[src/rtl/spi_vlen_pkg.sv]
package spi_vlen_pkg;
  localparam int DATA_W_DEF = 24;
  localparam int LEN_W_DEF  = 6;
  localparam int DIV_W_DEF  = 12;
  localparam int GAP_TICKS_DEF = 4;   // two idle SCK periods, in half periods
  localparam int CS_OFF_TICK_DEF = 2; // one SCK period after last edge

  typedef enum logic [1:0] {
    ST_IDLE  = 2'd0,
    ST_SHIFT = 2'd1,
    ST_GAP   = 2'd2,
    ST_HWAIT = 2'd3
  } eng_state_t;

  // Index of the last SCK edge of an entry of len bits (2*len-1).
  function automatic logic [LEN_W_DEF:0] final_edge_idx(input logic [LEN_W_DEF-1:0] len);
    return {len, 1'b0} - {{LEN_W_DEF{1'b0}}, 1'b1};
  endfunction

  // Direction of the next edge: rising when SCK is currently low.
  function automatic logic next_edge_rising(input logic sck_now);
    return ~sck_now;
  endfunction
endpackage

[src/rtl/spi_vlen_divider.sv]
module spi_vlen_divider #(
  parameter int DIV_W = 12
) (
  input  logic             clk,
  input  logic             rst_n,
  input  logic             run,
  input  logic             restart,
  input  logic [DIV_W-1:0] div,
  output logic             tick
);
  logic [DIV_W-1:0] half_cnt;

  assign tick = run && (half_cnt == div);

  always_ff @(posedge clk or negedge rst_n) begin
    if (!rst_n) begin
      half_cnt <= '0;
    end else if (restart || !run || tick) begin
      half_cnt <= '0;
    end else begin
      half_cnt <= half_cnt + 1'b1;
    end
  end
endmodule

[src/rtl/spi_vlen_shifter.sv]
module spi_vlen_shifter #(
  parameter int DATA_W = 24,
  parameter int LEN_W  = 6
) (
  input  logic              clk,
  input  logic              rst_n,
  input  logic              load,
  input  logic [DATA_W-1:0] load_data,
  input  logic              launch,
  input  logic              sample,
  input  logic              miso,
  output logic              mosi,
  output logic [DATA_W-1:0] rx_word,
  output logic [LEN_W-1:0]  bit_cnt
);
  logic [DATA_W-1:0] tx_sh;

  always_ff @(posedge clk or negedge rst_n) begin
    if (!rst_n) begin
      tx_sh   <= '0;
      mosi    <= 1'b0;
      rx_word <= '0;
      bit_cnt <= '0;
    end else if (load) begin
      tx_sh   <= {load_data[DATA_W-2:0], 1'b0};
      mosi    <= load_data[DATA_W-1];
      rx_word <= '0;
      bit_cnt <= '0;
    end else begin
      if (launch) begin
        mosi  <= tx_sh[DATA_W-1];
        tx_sh <= {tx_sh[DATA_W-2:0], 1'b0};
      end
      if (sample) begin
        rx_word <= {rx_word[DATA_W-2:0], miso};
        bit_cnt <= bit_cnt + 1'b1;
      end
    end
  end
endmodule

[src/rtl/spi_vlen_engine.sv]
module spi_vlen_engine
  import spi_vlen_pkg::*;
#(
  parameter int DATA_W      = DATA_W_DEF,
  parameter int LEN_W       = LEN_W_DEF,
  parameter int DIV_W       = DIV_W_DEF,
  parameter int GAP_TICKS   = GAP_TICKS_DEF,
  parameter int CS_OFF_TICK = CS_OFF_TICK_DEF
) (
  input  logic              clk,
  input  logic              rst_n,
  input  logic [DIV_W-1:0]  cfg_div,
  input  logic              cfg_cpol,
  input  logic              cfg_launch_rise,
  input  logic              cfg_sample_rise,
  input  logic              tx_valid,
  output logic              tx_ready,
  input  logic [DATA_W-1:0] tx_data,
  input  logic [LEN_W-1:0]  tx_len,
  input  logic              tx_hold,
  output logic              rx_valid,
  output logic [DATA_W-1:0] rx_data,
  output logic              sck,
  output logic              mosi,
  input  logic              miso,
  output logic              cs_n,
  output logic              busy,
  output logic [LEN_W-1:0]  bit_cnt
);
  localparam int EDGE_W = LEN_W + 1;
  localparam int GAP_W  = (GAP_TICKS > 1) ? $clog2(GAP_TICKS) : 1;

  eng_state_t       state;
  logic             phase;
  logic [EDGE_W-1:0] edge_cnt;
  logic [LEN_W-1:0] len_q;
  logic             hold_q;
  logic [GAP_W-1:0] gap_cnt;

  // Named internal events
  logic tick, accept, sck_edge, edge_rising, first_edge, last_edge;
  logic launch_now, sample_now, gap_done, cs_off_now, div_run;

  assign sck         = phase ^ cfg_cpol;
  assign div_run     = (state == ST_SHIFT) || (state == ST_GAP);
  assign sck_edge    = (state == ST_SHIFT) && tick;
  assign edge_rising = next_edge_rising(sck);
  assign first_edge  = (edge_cnt == '0);
  assign last_edge   = (edge_cnt == final_edge_idx(len_q));
  assign launch_now  = sck_edge && (edge_rising == cfg_launch_rise) && !first_edge && !last_edge;
  assign sample_now  = sck_edge && (edge_rising == cfg_sample_rise);
  assign gap_done    = (state == ST_GAP) && tick && (gap_cnt == GAP_W'(GAP_TICKS - 1));
  assign cs_off_now  = (state == ST_GAP) && tick && !hold_q &&
                       (gap_cnt == GAP_W'(CS_OFF_TICK - 1));
  assign tx_ready    = (state == ST_IDLE) || (state == ST_HWAIT) || gap_done;
  assign accept      = tx_valid && tx_ready;

  spi_vlen_divider #(.DIV_W(DIV_W)) u_div (
    .clk     (clk),
    .rst_n   (rst_n),
    .run     (div_run),
    .restart (accept),
    .div     (cfg_div),
    .tick    (tick)
  );

  spi_vlen_shifter #(.DATA_W(DATA_W), .LEN_W(LEN_W)) u_shift (
    .clk       (clk),
    .rst_n     (rst_n),
    .load      (accept),
    .load_data (tx_data),
    .launch    (launch_now),
    .sample    (sample_now),
    .miso      (miso),
    .mosi      (mosi),
    .rx_word   (rx_data),
    .bit_cnt   (bit_cnt)
  );

  always_ff @(posedge clk or negedge rst_n) begin
    if (!rst_n) begin
      state    <= ST_IDLE;
      phase    <= 1'b0;
      cs_n     <= 1'b1;
      busy     <= 1'b0;
      edge_cnt <= '0;
      len_q    <= '0;
      hold_q   <= 1'b0;
      gap_cnt  <= '0;
      rx_valid <= 1'b0;
    end else begin
      rx_valid <= 1'b0;
      if (accept) begin
        state    <= ST_SHIFT;
        cs_n     <= 1'b0;
        len_q    <= tx_len;
        hold_q   <= tx_hold;
        edge_cnt <= '0;
      end else begin
        case (state)
          ST_SHIFT: begin
            if (tick) begin
              phase    <= ~phase;
              busy     <= 1'b1;
              edge_cnt <= edge_cnt + 1'b1;
              if (last_edge) begin
                state    <= ST_GAP;
                gap_cnt  <= '0;
                rx_valid <= 1'b1;
              end
            end
          end
          ST_GAP: begin
            if (tick) begin
              gap_cnt <= gap_cnt + 1'b1;
              if (cs_off_now) begin
                cs_n <= 1'b1;
                busy <= 1'b0;
              end
              if (gap_done) begin
                state <= hold_q ? ST_HWAIT : ST_IDLE;
              end
            end
          end
          default: ;
        endcase
      end
    end
  end
endmodule

[config.mk]
export PLATFORM = sky130hd
export DESIGN_NAME = spi_vlen_engine
export DESIGN_NICKNAME = d
export VERILOG_FILES = /design/src/rtl/spi_vlen_pkg.sv /design/src/rtl/spi_vlen_divider.sv /design/src/rtl/spi_vlen_shifter.sv /design/src/rtl/spi_vlen_engine.sv
export SDC_FILE = /design/constraint.sdc
export NUM_CORES = 1
export LEC_CHECK = 0
export ABC_AREA = 1
export BUFFER_PORTS_ARGS = -buffer_cell sky130_fd_sc_hd__buf_2
export CAP_MARGIN = 15
export CORE_ASPECT_RATIO = 1.75
export CORE_UTILIZATION = 60
export CTS_CLUSTER_SIZE = 16
export DETAILED_ROUTE_END_ITERATION = 7
export HOLD_SLACK_MARGIN = 0.08
export PLACE_DENSITY = 0.93
export SETUP_SLACK_MARGIN = 0.2
export SLEW_MARGIN = 20
export SYNTH_ARGS = -nofsm -noshare
export SYNTH_HDL_FRONTEND = slang
export SYNTH_SLANG_ARGS = --single-unit
[constraint.sdc]
create_clock -name clk -period 3.7 [get_ports clk]
set_input_delay 0.37 -clock clk [delete_from_list [all_inputs] [get_ports clk]]
set_output_delay 0.37 -clock clk [all_outputs]
set_load 0.05 [all_outputs]
==> out/summary.txt <==
PostCTS Resize Cnt: 0
Post-synth top area cell: dfrtp_1
Setup tns final: 0 ns
Register bit total from synthesis: 88
Clock transition at path regs: 0.06 ns
CP arrival: 3.20 ns
Syn Std Cell Area: 4710 sq um
Endpoint type of the worst setup path: register
Via density: 5.44
Top fanout value on the critical path: 25
Global-route met1 utilization: 0.334
# IOs: 86
DRT Wirelength: 10500 microns
# nets final: 743
Internal: 0.00196 W
Total of max-cap violations: 0
Worst Reg2Reg Path Length in Cells: 14
Logic pwr share: 0.254
Synth Area in Adders: 0.0239
Clk root buf: clkbuf_16
Crit-path max cell delay: 0.42 ns
Synth-to-Final Area Change: 14.9%
Initial antenna violation count: 0
VDD IR max: 369 uV
Global-route wire length before repair: 17500 microns
Synth Area in XOR/XNOR: 0.0335
# DRC: 0
CTS Buf Count: 9
Largest net degree at the start of global routing: 71
# hold bufs at CTS: 0
Share of layout cells above drive strength 1: 0.169
Post-synth ARST share: 1.00
Outcome: finished clean
Vias in the first global route: 4039
Area contributors post-synth: dfrtp_1 46%, nand2_1 14%, inv_1 6.4%
YS warnings: 0
Fmax: 336 MHz
Largest family of logic cells by synthesized area: simple AND/OR/NAND/NOR gates
Final HPWL DP: 7000 microns
Multiplexer share of the synthesized area: 0
Fin crit period: 2.98 ns
Synth Instances: 609
Post-synthesis compound-gate area fraction: 0.0630
Clk_skew: 0.00849 ns
Post-synthesis simple-gate area fraction: 0.314
Post-synth EDFFs: 0
Max_slew headroom: 0.417
Initial Utilization: 0.622
# port buffers: 85
Vias after detailed routing: 4215
GRT Residual Overflow: 0
RSZ-0062 raised after global routing: no
Crit-path slowest cell: nand2_2
Max Transition Viols Final: 0
Register area share after synthesis: 0.468
Post-Synthesis Net Count: 668
Skew-Pair Late Insertion Delay: 0.34 ns
Setup violators final: 0
Diode count: 0
Synth cell types: 29
Row Count: 42
Routed WL per cell: 13.5 microns
Initial drt markers: 351
Htree depth: 3
Most frequent cell after synthesis: nand2_1
CTS Sinks: 88
Critical path's most frequent cell: nand2_1
Top post-synthesis cells by count: 171 x nand2_1, 87 x dfrtp_1, 80 x inv_1
Fin util: 0.715
Clock share of power: 0.301
TritonCTS clock tree: yes
# Post-CTS Setup Buffers: 0
Met2 global-route usage: 0.470
Syn Area/Cell: 7.73 sq um
Worst-Margin Slew: 0.874 ns
Top FF cell, synth: dfrtp_1
Full die area: 8220 sq um
Area of the core: 7570 sq um
CP required: 3.92 ns
Power density cells: 545 nW/um^2
GRT Total Usage: 0.281
M3 GR Usage: 0.0489
Fin. Hold Viols: 0
CP Class: reg -> reg
Psw: 0.000985 W
Reg power frac: 0.446
Clock buffer depth: 2
Period utilization: 0.805
Final GP Congestion: 0.913
Worst Hold Class: in -> async
DIE WIDTH: 69.0 microns
Synth top area share: 0.462
Crit-path cells: inv_1 > ha_1 > inv_1 > nand2_1 > nor2_1 > nand2_1 > nor2_2 > nand3_2 > nand2_4 > nand2_4 > nand2_2 > inv_2 > nand2_1 > nand2_1
Gr busiest metal: met2
Sw Share: 0.334
CP Launch Type: register
Antenna viol nets, final: 0
Leakage power: 2.97 nW
Chip Height: 119 microns
Drt first pass iters: 5
power groups by stage:
stage	combinational [W]	clock (W)	sequential [W]
after floorplan	0.000485	0	0.00138
after global placement	0.000699	0	0.00131
after detailed placement	0.000740	0	0.00132
after CTS	0.000749	0.000898	0.00131
after global routing	0.000860	0.000941	0.00133
final	0.000747	0.000886	0.00131
worst max-delay path, delay by kind of cell, from the launching register on:
family	cells	cell delay, ns
fa+ha+maj	1	0.30
buf+inv	3	0.50
flops	1	0.38
simple gates	10	1.67
cell type report:
type                       instances  area (sq um)
clock inverter                     3          43.8
multi-input combinational        413          2040
inverter                          84           315
fill                             587          2160
tap                               88           110
timing repair buffer              88           450
clock buffer                      11           243
sequential                        88          2200
routing by layer:
| layer | routed length, microns | up-vias |
|---|---|---|
| met4 | 298 | 0 |
| met3 | 387 | 31 |
| li1 | - | 2068 |
| met1 | 4280 | 1974 |
| met2 | 5520 | 142 |
| met5 | 0 | - |
state kept, by name (all words and copies together), names as in the netlist:
signal	flops
u_shift.bit_cnt	6
edge_cnt	7
phase	1
rx_valid	1
state	2
u_div.half_cnt	12
u_shift.tx_sh	23
u_shift.rx_word	24
cs_n	1
busy	1
hold_q	1
u_shift.mosi	1
len_q	6
gap_cnt	2
kinds of logic (layout without fill, tap and decap cells):
group                      count (synthesis)  count (layout)
AOI/OAI and AO/OA                         59              59
xor gates and xnor gates                  18              18
adders and majority gates                  9               9
buffers and inverters                    108             186
DFF                                       88              88
and+or+nand+nor                          327             327
stage by stage:
step	total power (W)	setup WS [ns]	hold slack [ns]	cells	instance area, sq um
6_report	0.00295	0.723	0.134	775	5410
5_1_grt	0.00314	0.496	0.221	775	5410
3_5_place_dp	0.00206	0.854	0.466	761	5120
2_1_floorplan	0.00187	1.62	0.0744	609	4710
3_3_place_gp	0.00201	1.04	0.462	761	5120
4_1_cts	0.00296	0.751	0.179	775	5410
final timing paths:
path,slack (ns),to,start
worst max-delay path,0.72,u_shift.tx_sh[5],state[0]
worst min-delay path,0.13,edge_cnt[5],rst_n
worst max register to register,0.72,u_shift.tx_sh[5],state[0]
worst min register to register,0.48,u_shift.tx_sh[15],u_shift.tx_sh[15]
max in group asynchronous,2.73,edge_cnt[2],rst_n
min in group clk,0.24,len_q[4],tx_len[4]
placed cells by master (no fill, tap or decap), types with 4 or more instances in the layout:
cell	netlist	layout
a21oi_1	19	19
buf_2	9	84
buf_4	4	4
clkbuf_16	0	9
dfrtp_1	87	87
ha_1	9	9
inv_1	80	80
inv_2	4	4
nand2_1	171	171
nand3_1	58	58
nand3b_1	24	24
nand4_1	6	6
nor2_1	44	44
nor3_1	11	11
o21ai_0	30	30
o21ai_1	9	9
xnor2_1	4	4
xor2_1	14	14
No activity file was read; power rests on OpenSTA's default activity.
